--- config.mk ---
export PLATFORM = sky130hd
export DESIGN_NAME = tmr_pair
export DESIGN_NICKNAME = d
export VERILOG_FILES = /design/src/rtl/tmr_pair.sv
export SDC_FILE = /design/constraint.sdc
export NUM_CORES = 1
export LEC_CHECK = 0
export ABC_AREA = 1
export CAP_MARGIN = 40
export CORE_UTILIZATION = 53
export CTS_CLUSTER_DIAMETER = 200
export DETAILED_ROUTE_END_ITERATION = 10
export DONT_BUFFER_PORTS = 1
export GPL_ROUTABILITY_DRIVEN = 0
export PLACE_DENSITY = 0.78
export SETUP_SLACK_MARGIN = 0.1
export SLEW_MARGIN = 20
export SYNTH_ARGS = -nofsm -noshare
export SYNTH_HDL_FRONTEND = slang
export SYNTH_SLANG_ARGS = --single-unit
--- constraint.sdc ---
create_clock -name clk -period 2.37 [get_ports clk]
set_input_delay 0 -clock clk [delete_from_list [all_inputs] [get_ports clk]]
set_output_delay 0 -clock clk [all_outputs]
set_load 0.02 [all_outputs]
--- src/rtl/tmr_pair.sv ---
module tmr_pair #(
  parameter int W   = 8,
  parameter int PRE = 5
) (
  input  logic         clk,
  input  logic         rst_n,
  input  logic         tick,
  input  logic [1:0]   cnt_pin,
  input  logic [1:0]   gate_pin,
  input  logic         mode_wr,
  input  logic [7:0]   mode_wdata,
  input  logic         ctl_wr,
  input  logic [3:0]   ctl_wdata,
  input  logic [1:0]   flag_clr,
  input  logic         cnt_wr,
  input  logic [1:0]   cnt_sel,
  input  logic [W-1:0] cnt_wdata,
  input  logic [1:0]   rd_sel,
  output logic [W-1:0] rd_data,
  output logic [1:0]   run,
  output logic [1:0]   flag,
  output logic [1:0]   ovf_pulse
);
  localparam int NB = 4;

  logic [7:0]   mode_q;
  logic [1:0]   pin_q;
  logic [W-1:0] lo [2];
  logic [W-1:0] hi [2];
  logic [W-1:0] lo_n [2];
  logic [W-1:0] hi_n [2];
  logic [1:0]   ovf, en;
  logic         hx_ovf;
  logic         split;

  assign split   = (mode_q[1:0] == 2'b11);
  assign rd_data = rd_sel[0] ? hi[rd_sel[1]] : lo[rd_sel[1]];

  always_comb begin
    for (int u = 0; u < 2; u++) begin
      en[u] = run[u] & (~mode_q[NB*u+3] | gate_pin[u]) &
              (mode_q[NB*u+2] ? (pin_q[u] & ~cnt_pin[u]) : tick);
      lo_n[u] = lo[u];
      hi_n[u] = hi[u];
      ovf[u]  = 1'b0;
      if (en[u]) begin
        case (mode_q[NB*u +: 2])
          2'b00: begin
            lo_n[u][PRE-1:0] = lo[u][PRE-1:0] + PRE'(1);
            if (&lo[u][PRE-1:0]) begin
              hi_n[u] = hi[u] + W'(1);
              ovf[u]  = &hi[u];
            end
          end
          2'b01: begin
            {hi_n[u], lo_n[u]} = {hi[u], lo[u]} + (2*W)'(1);
            ovf[u] = &{hi[u], lo[u]};
          end
          2'b10: begin
            if (&lo[u]) begin
              lo_n[u] = hi[u];
              ovf[u]  = 1'b1;
            end else begin
              lo_n[u] = lo[u] + W'(1);
            end
          end
          default: begin
            if (u == 0) begin
              lo_n[u] = lo[u] + W'(1);
              ovf[u]  = &lo[u];
            end
          end
        endcase
      end
    end
    hx_ovf = 1'b0;
    if (split && run[1] && tick) begin
      hi_n[0] = hi[0] + W'(1);
      hx_ovf  = &hi[0];
    end
  end

  always_ff @(posedge clk) begin
    if (!rst_n) begin
      mode_q    <= '0;
      pin_q     <= '0;
      run       <= '0;
      flag      <= '0;
      ovf_pulse <= '0;
      for (int u = 0; u < 2; u++) begin
        lo[u] <= '0;
        hi[u] <= '0;
      end
    end else begin
      pin_q     <= cnt_pin;
      ovf_pulse <= ovf;
      if (mode_wr) mode_q <= mode_wdata;
      if (ctl_wr) begin
        run  <= ctl_wdata[1:0];
        flag <= ctl_wdata[3:2];
      end else begin
        flag <= (flag & ~flag_clr) | {split ? hx_ovf : ovf[1], ovf[0]};
      end
      for (int u = 0; u < 2; u++) begin
        lo[u] <= (cnt_wr && cnt_sel[1] == u[0] && !cnt_sel[0]) ? cnt_wdata : lo_n[u];
        hi[u] <= (cnt_wr && cnt_sel[1] == u[0] &&  cnt_sel[0]) ? cnt_wdata : hi_n[u];
      end
    end
  end
endmodule


* Yosys cells after proc, flatten, opt, wreduce, memory -nomap -nowiden
Memory sizes are Yosys's and may differ from the RTL's. Index checks and enable logic that the tools add are counted.
Operators by class: equality and inequality tests 5, add/sub/neg operators 8, multiplexer cells 39, reductions and logical operators 19, bitwise gates (word level) 20
Operator list (count):
- two-way mux 8 bit | 18
- adder 16 x 1 -> 16 bit (second input constant) | 2
- adder 8 x 1 -> 8 bit (second input constant) | 4
- one-hot mux 8 bit (2 select lines) | 2
- AND reduction 16 bit | 2
- AND reduction 8 bit | 4
- one-hot mux 5 bit (3 select lines) | 2
- two-way mux 1 bit | 12
- adder 5 x 1 -> 5 bit (second input constant) | 2
- AND reduction 5 bit | 2
- one-hot mux 3 bit (3 select lines) | 1
- logical AND 1 bit | 8
- AND 1 bit | 6
- == test 2 bit (second input constant) | 3
- bitwise OR 1 bit | 6
- one-hot mux 1 bit (3 select lines) | 2
- one-hot mux 3 bit (2 select lines) | 1
- NOT 1 bit | 5
- == test 2 x 1 -> 1 bit (second input constant) | 2
- zero test 2 bit | 2
- AND 2 bit | 1
- two-way mux 2 bit | 1
- NOT 2 bit | 1
- bitwise OR 2 bit | 1
- zero test 1 bit | 1
Storage, ports and cells: output and inout bits 14, memories kept 2, input port bits 36, logic and storage cells 98, bits in registers 16, memory bits (writable) 32
Memories:
- hi | depth 2, bits a word 8, rd ports 3, clocked after Yosys merged registers in 0, wr ports 2, line 29 | logic [W-1:0] hi [2];
- lo | depth 2, bits a word 8, rd ports 3, clocked after Yosys merged registers in 0, wr ports 2, line 28 | logic [W-1:0] lo [2];

* Depth between registers and ports, before layout
Gate-level depths: netlist of the first run.
depth after elaboration 8, gate-level depth with buffers 12, gate-level depth less buffers 12

* Worst setup path after synthesis of the first run
Ideal clock, no wire load.
path kind register to register, from memory lo[0][0], to memory hi[0][6], clock period less this slack 1713 ps, buffers on the path 0, stages on the path, launching flop included 11, data required time 2300 ps, slack 657 ps, arrival time 1643 ps, path through dfxtp_1 > ha_1 > nand2_2 > nor2_1 > ha_1 > nor2_1 > nor2_1 > nand4_1 > a21boi_0 > nand3_1 > a21oi_1
RTL lines (line):
- start, declared | 28
- end, declared | 29

==> results of run 1 <==
## per-stage QoR
step | hold slack [ns] | power (uW)
after floorplan | 0.0935 | 1220
after global placement | 0.0959 | 1300
after detailed placement | 0.0996 | 1320
after CTS | 0.0124 | 1860
after global routing | 0.0465 | 1970
final | 0.0213 | 1880
## report_power, final
part	total (uW)	switching [uW]	internal, uW	leakage (uW)
sequential	908	57.6	850	0.000393
clock	505	304	201	0.0000400
combinational	469	296	173	0.00155
## metal layers
metal | global-route usage, % | up-vias
met3 | 5.88 | 25
li1 | - | 2209
met5 | 0 | -
met4 | 10.1 | 0
met1 | 46.1 | 2055
met2 | 54.0 | 260
## area by class of cell
class | count | area, sq um | share of cell area, %
clock inverters | 2 | 12.5 | 0.284
well taps | 96 | 120 | 2.73
flip-flops and latches | 48 | 961 | 21.8
repair buffers | 43 | 425 | 9.66
multi-input cells | 498 | 2440 | 55.5
inverters | 99 | 374 | 8.49
clock buffers | 5 | 68.8 | 1.56
## worst paths after layout
| path | start | end | slack, ns | cells after the start |
|---|---|---|---|---|
| worst min-delay path | cnt_wdata[6] | lo[1][6]$_SDFFE_PN0P_ | 0.02 | 4 |
| worst max register to register | lo[1][0]$_SDFFE_PN0P_ | flag[1]$_SDFF_PN0_ | 0.07 | 10 |
| worst min register to register | mode_q[3]$_SDFFE_PN0P_ | mode_q[3]$_SDFFE_PN0P_ | 0.47 | 2 |
| worst max-delay path | lo[1][0]$_SDFFE_PN0P_ | flag[1]$_SDFF_PN0_ | 0.07 | 10 |
## cells in the mapped netlist, drive strengths merged
cell and n:
nand4 13, a21oi 64, clkbuf 10, nand2 171, o22ai 3, xor2 7
buf 6, o21ai 59, o21a 1, or2 4, o211ai 2, nand3 55
o31ai 1, o221ai 1, a21boi 1, nor2 85, nand3b 1, ha 15
nor3 8, a31oi 4, clkinv 1, inv 98, xnor2 3, dfxtp 48
## worst reg2reg max path, delay by kind of cell (launching register included)
kind	cells	cell delay [ns]
AOI/OAI and AO/OA	1	0.16
buffers and inverters	2	0.72
DFF	1	0.39
adders and majority gates	1	0.18
and+or+nand+nor	6	0.79
## cell families after synthesis
group	count (synthesis)	synth area share [%]
fa+ha+maj	15	4.88
buf+inv	115	11.5
xor+xnor	10	2.28
simple gates	337	37.8
flops	48	25.0
compound gates	136	18.5
## registers in the layout (all words and copies together), names as in the netlist
name and count:
hi 16, lo 16, mode_q 8, flag 2, ovf_pulse 2, pin_q 2, run 2
## repair_timing
action	in CTS	in global routing
setup buffers	0	0
hold endpoints to repair	36	0
setup endpoints to repair	0	5
hold buffers	37	0
gates resized for setup	0	3
==> flow_metrics.env, run 1 <==
export IMPL_cts_buffers_inserted=5
export IMPL_p_per_area_nw_per_um2=427
export IMPL_antenna_found_initial=0
export IMPL_cp_common_cell="nand2_1"
export IMPL_worstPathArrival_ns=2.55
export IMPL_dr_pass1_iters=7
export IMPL_synth_top_area_share_pct=25.0
export IMPL_wl_met1_um=5280
export IMPL_peakVddDrop_v=0.000358
export IMPL_fillerInstances=682
export IMPL_slew_headroom_pct=46.2
export IMPL_overflow=0
export IMPL_required_ns=2.62
export IMPL_final_common_cell="nand2_1"
export IMPL_core_area_sq_um=6910
export IMPL_worst_setup_path_end_kind="flip-flop"
export IMPL_tightest_slew_ns=0.807
export IMPL_period_needed_ns=2.30
export IMPL_clock_latency_ns=0.31
export IMPL_grt_util_all_layers_pct=33.6
export IMPL_drc_errors=0
export IMPL_grt_pass1_vias=4047
export IMPL_start_util_pct=55.7
export IMPL_rsz0062_at_grt="yes"
export IMPL_dp_cells=747
export IMPL_max_cap_viol_count=0
export IMPL_synthesis_nets=712
export IMPL_drv_slew=0
export IMPL_route_met2_wl_um=5490
export IMPL_post_route_util_pct=63.8
export IMPL_path_buf_inv=2
export IMPL_slowest_stage="dlygate4sd3_1"
export IMPL_clock_sinks=48
export IMPL_met3WireLength_um=1440
export IMPL_finalSetupTns_ns=0
export IMPL_num_vias=4549
export IMPL_worst_slack_ns=0.0681
export IMPL_drt_total_wl_um=12400
export IMPL_outcome="finished clean"
export IMPL_synth_area_leaders="dfxtp_1 (25%), nand2_1 (16%), inv_1 (9.1%)"
export IMPL_syn_inst=661
export IMPL_syn_area_sq_um=3840
export IMPL_startpoint_type="flip-flop"
export IMPL_hold_class="primary input to flip-flop"
export IMPL_die_w_um=87.2
export IMPL_finalNonFillerCells=791
export IMPL_nets=746
export IMPL_cts_path_max_buffers=2
export IMPL_antenna_cells=0
export IMPL_drtAntennaViolNets=0
export IMPL_root_buffer="clkbuf_8"
export IMPL_post_route_period_util_pct=97.1
export IMPL_synth_area_per_cell_sq_um=5.82
export IMPL_grt_max_degree=23
export IMPL_hold_viol=0
export IMPL_grt_pass1_wl_um=19800
export IMPL_drive_gt1_share_pct=5.04
export IMPL_dp_hpwl_um=8830
export IMPL_ios=50
export IMPL_post_dp_cell_area_sq_um=3950
export IMPL_ys_ff_latch=48
export IMPL_yosys_warnings=0
export IMPL_critPathTopFamily="simple AND/OR/NAND/NOR gates"
export IMPL_syn_to_final_growth_pct=14.6
export IMPL_crit_fanout=7
export IMPL_layout_common_cells="nand2_1 (167), inv_1 (93), nor2_1 (82), a21oi_1 (63), o21ai_0 (56)"
export IMPL_critPathMaxStageDelay_ns=0.57
export IMPL_top_layer_used="met4"
export IMPL_dp_slack_ns=0.301
export IMPL_fmax_mhz=434
export IMPL_path_class="flip-flop to flip-flop"
export IMPL_design_area_sq_um=4410
export IMPL_wl_per_cell_um=15.7
export IMPL_synth_largest_area_cell="dfxtp_1"
export IMPL_io_buffer_count=0
export IMPL_drtIter0Drc=620
export IMPL_htreeDepth=2
export IMPL_vias_per_cell=5.75
export IMPL_die_h_um=87.2
export IMPL_cts_tree="built"
export IMPL_setup_violations=0
export IMPL_die_area_sq_um=7600
export IMPL_fin_skew_ns=0.00716
export IMPL_yosysSeqAreaShare_pct=25.0
export IMPL_synth_cell_types=38
export IMPL_path_cells="ha_1 -> nand2_1 -> nor2_2 -> nand2_2 -> inv_1 -> nand2_1 -> nand2_1 -> nand3b_1 -> a21oi_1 -> dlygate4sd3_1"
export IMPL_leakagePower_uw=0.00199
export IMPL_core_rowCount=30
export IMPL_cts_clk_slew_worst_paths_ns=0.09
Note: power is estimated with default switching activity, not from simulation.
==> inputs of run 2 (changes only) <==
Settings changed: CORE_ASPECT_RATIO from default to 2.
==> run 2 against run 1 <==
  * Via count grew 2.0%
  * Critical endpoint is now hi[0][3]$_SDFFE_PN0P_
  * Highest routed layer unchanged
  * Clock-buffer cell count is the same
  * Fmax up 11%
==> flow_metrics.env, run 2 (synthesis results as in run 1) <==
export IMPL_outcome="finished clean"
export IMPL_syn_to_final_growth_pct=16.8
export IMPL_drv_slew=0
export IMPL_reg2reg_depth=12
export IMPL_min_delay_path_depth=4
export IMPL_antenna_found_initial=0
export IMPL_worst_setup_path_end_kind="flip-flop"
export IMPL_root_buffer="clkbuf_16"
export IMPL_multi_input_area_sq_um=2450
export IMPL_rsz0062_at_grt="no"
export IMPL_drive_gt1_share_pct=5.60
export IMPL_leakagePower_uw=0.00202
export IMPL_slew_headroom_pct=57.3
export IMPL_clock_sinks=48
export IMPL_finalSetupTns_ns=0
export IMPL_grt_pass1_wl_um=23200
export IMPL_total_power_uw=2250
export IMPL_wl_per_cell_um=18.1
export IMPL_ios=50
export IMPL_peakVddDrop_v=0.000445
export IMPL_drtIter0Drc=399
export IMPL_crit_fanout=5
export IMPL_fmax_mhz=482
export IMPL_r2r_start="lo[0][1]$_SDFFE_PN0P_"
export IMPL_num_vias=4641
export IMPL_setup_violations=0
export IMPL_combPwrFrac_pct=21.5
export IMPL_cts_buffers_inserted=5
export IMPL_drtAntennaViolNets=0
export IMPL_layout_common_cells="nand2_1 (166), inv_1 (93), nor2_1 (82), a21oi_1 (63), o21ai_0 (56)"
export IMPL_core_rowCount=43
export IMPL_p_per_area_nw_per_um2=502
export IMPL_path_class="flip-flop to flip-flop"
export IMPL_dp_hpwl_um=10200
export IMPL_overflow=0
export IMPL_cts_tree="built"
export IMPL_top_regs="hi (16), lo (16), mode_q (8)"
export IMPL_grt_max_degree=23
export IMPL_startpoint_type="flip-flop"
export IMPL_grt_pass1_vias=4579
export IMPL_htreeDepth=2
export IMPL_required_ns=2.60
export IMPL_post_route_period_util_pct=87.5
export IMPL_tightest_slew_ns=0.633
export IMPL_postCtsSetupRepairBufs=0
export IMPL_io_buffer_count=0
export IMPL_grt_util_all_layers_pct=40.5
export IMPL_fin_skew_ns=0.00894
export IMPL_period_needed_ns=2.07
export IMPL_final_common_cell="nand2_1"
export IMPL_ff_latch_area_sq_um=961
export IMPL_die_h_um=122
export IMPL_sw_frac_of_total_pct=32.2
export IMPL_design_area_sq_um=4490
export IMPL_internal_power_uw=1530
export IMPL_cts_path_max_buffers=2
export IMPL_clock_latency_ns=0.30
export IMPL_cts_clk_slew_worst_paths_ns=0.07
export IMPL_p_switching_uw=726
export IMPL_drc_errors=0
export IMPL_fillerInstances=653
export IMPL_whs_endpoint="lo[0][2]$_SDFFE_PN0P_"
export IMPL_reg2reg_to="hi[0][3]$_SDFFE_PN0P_"
export IMPL_seq_power_share_pct=40.4
export IMPL_antenna_cells=0
export IMPL_dr_pass1_iters=5
export IMPL_nets=746
export IMPL_start_util_pct=55.0
export IMPL_rrSetupSlack_ns=0.30
export IMPL_max_cap_viol_count=0
export IMPL_min_from="cnt_wdata[2]"
export IMPL_post_dp_cell_area_sq_um=3950
export IMPL_worstPathArrival_ns=2.30
export IMPL_hold_class="primary input to flip-flop"
export IMPL_hold_viol=0
export IMPL_p_clk_share_pct=38.1
export IMPL_die_w_um=62.2
export IMPL_vias_per_cell=5.90
export IMPL_drt_total_wl_um=14200
export IMPL_core_area_sq_um=6990
export IMPL_die_area_sq_um=7620
## run 2: changes by cell type in the layout (fill, tap and decap cells not counted)
| cell | before | now |
|---|---|---|
| buf_4 | 5 | 6 |
| buf_8 | 1 | 2 |
| bufinv_16 | 0 | 1 |
| clkbuf_16 | 0 | 5 |
| clkbuf_8 | 5 | 0 |
| clkinv_2 | 1 | 0 |
| dlygate4sd3_1 | 36 | 35 |
| dlymetal6s4s_1 | 1 | 0 |
| inv_6 | 0 | 1 |
| nand2_1 | 167 | 166 |
| nand2_2 | 2 | 3 |
## run 2: how the worst max path moves through the flow
| stage | from | slack (ns) | cells after the start | end |
|---|---|---|---|---|
| 3_5_place_dp | lo[0][1]$_SDFFE_PN0P_ | 0.29 | 10 | hi[0][4]$_SDFFE_PN0P_ |
| 4_1_cts | lo[0][1]$_SDFFE_PN0P_ | 0.28 | 10 | hi[0][7]$_SDFFE_PN0P_ |
| 2_1_floorplan | lo[0][0]$_SDFFE_PN0P_ | 0.66 | 10 | hi[0][6]$_SDFFE_PN0P_ |
| 3_3_place_gp | lo[0][1]$_SDFFE_PN0P_ | 0.32 | 10 | hi[0][4]$_SDFFE_PN0P_ |
| 5_1_grt | lo[1][0]$_SDFFE_PN0P_ | 0.12 | 10 | hi[1][5]$_SDFFE_PN0P_ |
| 6_report | lo[0][1]$_SDFFE_PN0P_ | 0.30 | 12 | hi[0][3]$_SDFFE_PN0P_ |
## run 2: worst max-delay path: stages, from the launching register on
cell	delay, ns
dfxtp_1	0.42
ha_1	0.27
nand2_2	0.09
nor2_2	0.15
ha_1	0.20
nor2_1	0.07
nor2_1	0.08
nand4_1	0.12
nand2_1	0.20
nand2_1	0.12
nor2_1	0.14
nor2_1	0.06
nor2_1	0.09
## run 2: stage by stage
step	worst slack [ns]	hold WS, ns	util (%)	instances
6_report	0.297	0.0359	64.2	786
5_1_grt	0.124	0.0504	64.2	786
4_1_cts	0.276	0.0212	63.9	785
3_5_place_dp	0.293	0.101	56.5	742
3_3_place_gp	0.321	0.0986	56.2	741
2_1_floorplan	0.657	0.0935	-	661
## run 2: repair_timing
item | 4_1_cts | 5_1_grt
setup endpoints to repair | 0 | 7
resized for setup | 0 | 3
hold endpoints to repair | 36 | 0
hold buffers | 35 | 0
## run 2: layout make-up
class / count / area share, %
clock buffers: 5 / 2.79
clock inverters: 3 / 1.03
inverters: 99 / 8.33
multi-input cells: 498 / 54.5
flip-flops and latches: 48 / 21.4
well taps: 90 / 2.51
repair buffers: 43 / 9.47
## run 2: power by group through the flow
stage	Combinational (uW)	Clock [uW]	Sequential [uW]
2_1_floorplan	311	0	907
3_3_place_gp	386	0	924
3_5_place_dp	396	0	926
4_1_cts	457	860	906
5_1_grt	540	893	914
6_report	484	858	910
## run 2: per-layer routing
| layer | routed length (um) | share of wire (%) | track usage, % |
|---|---|---|---|
| met4 | 1320 | 9.3 | 36.3 |
| met2 | 7450 | 52 | 74.0 |
| met3 | 926 | 6.5 | 7.71 |
| met5 | 0 | 0 | 0 |
| met1 | 4520 | 32 | 37.7 |
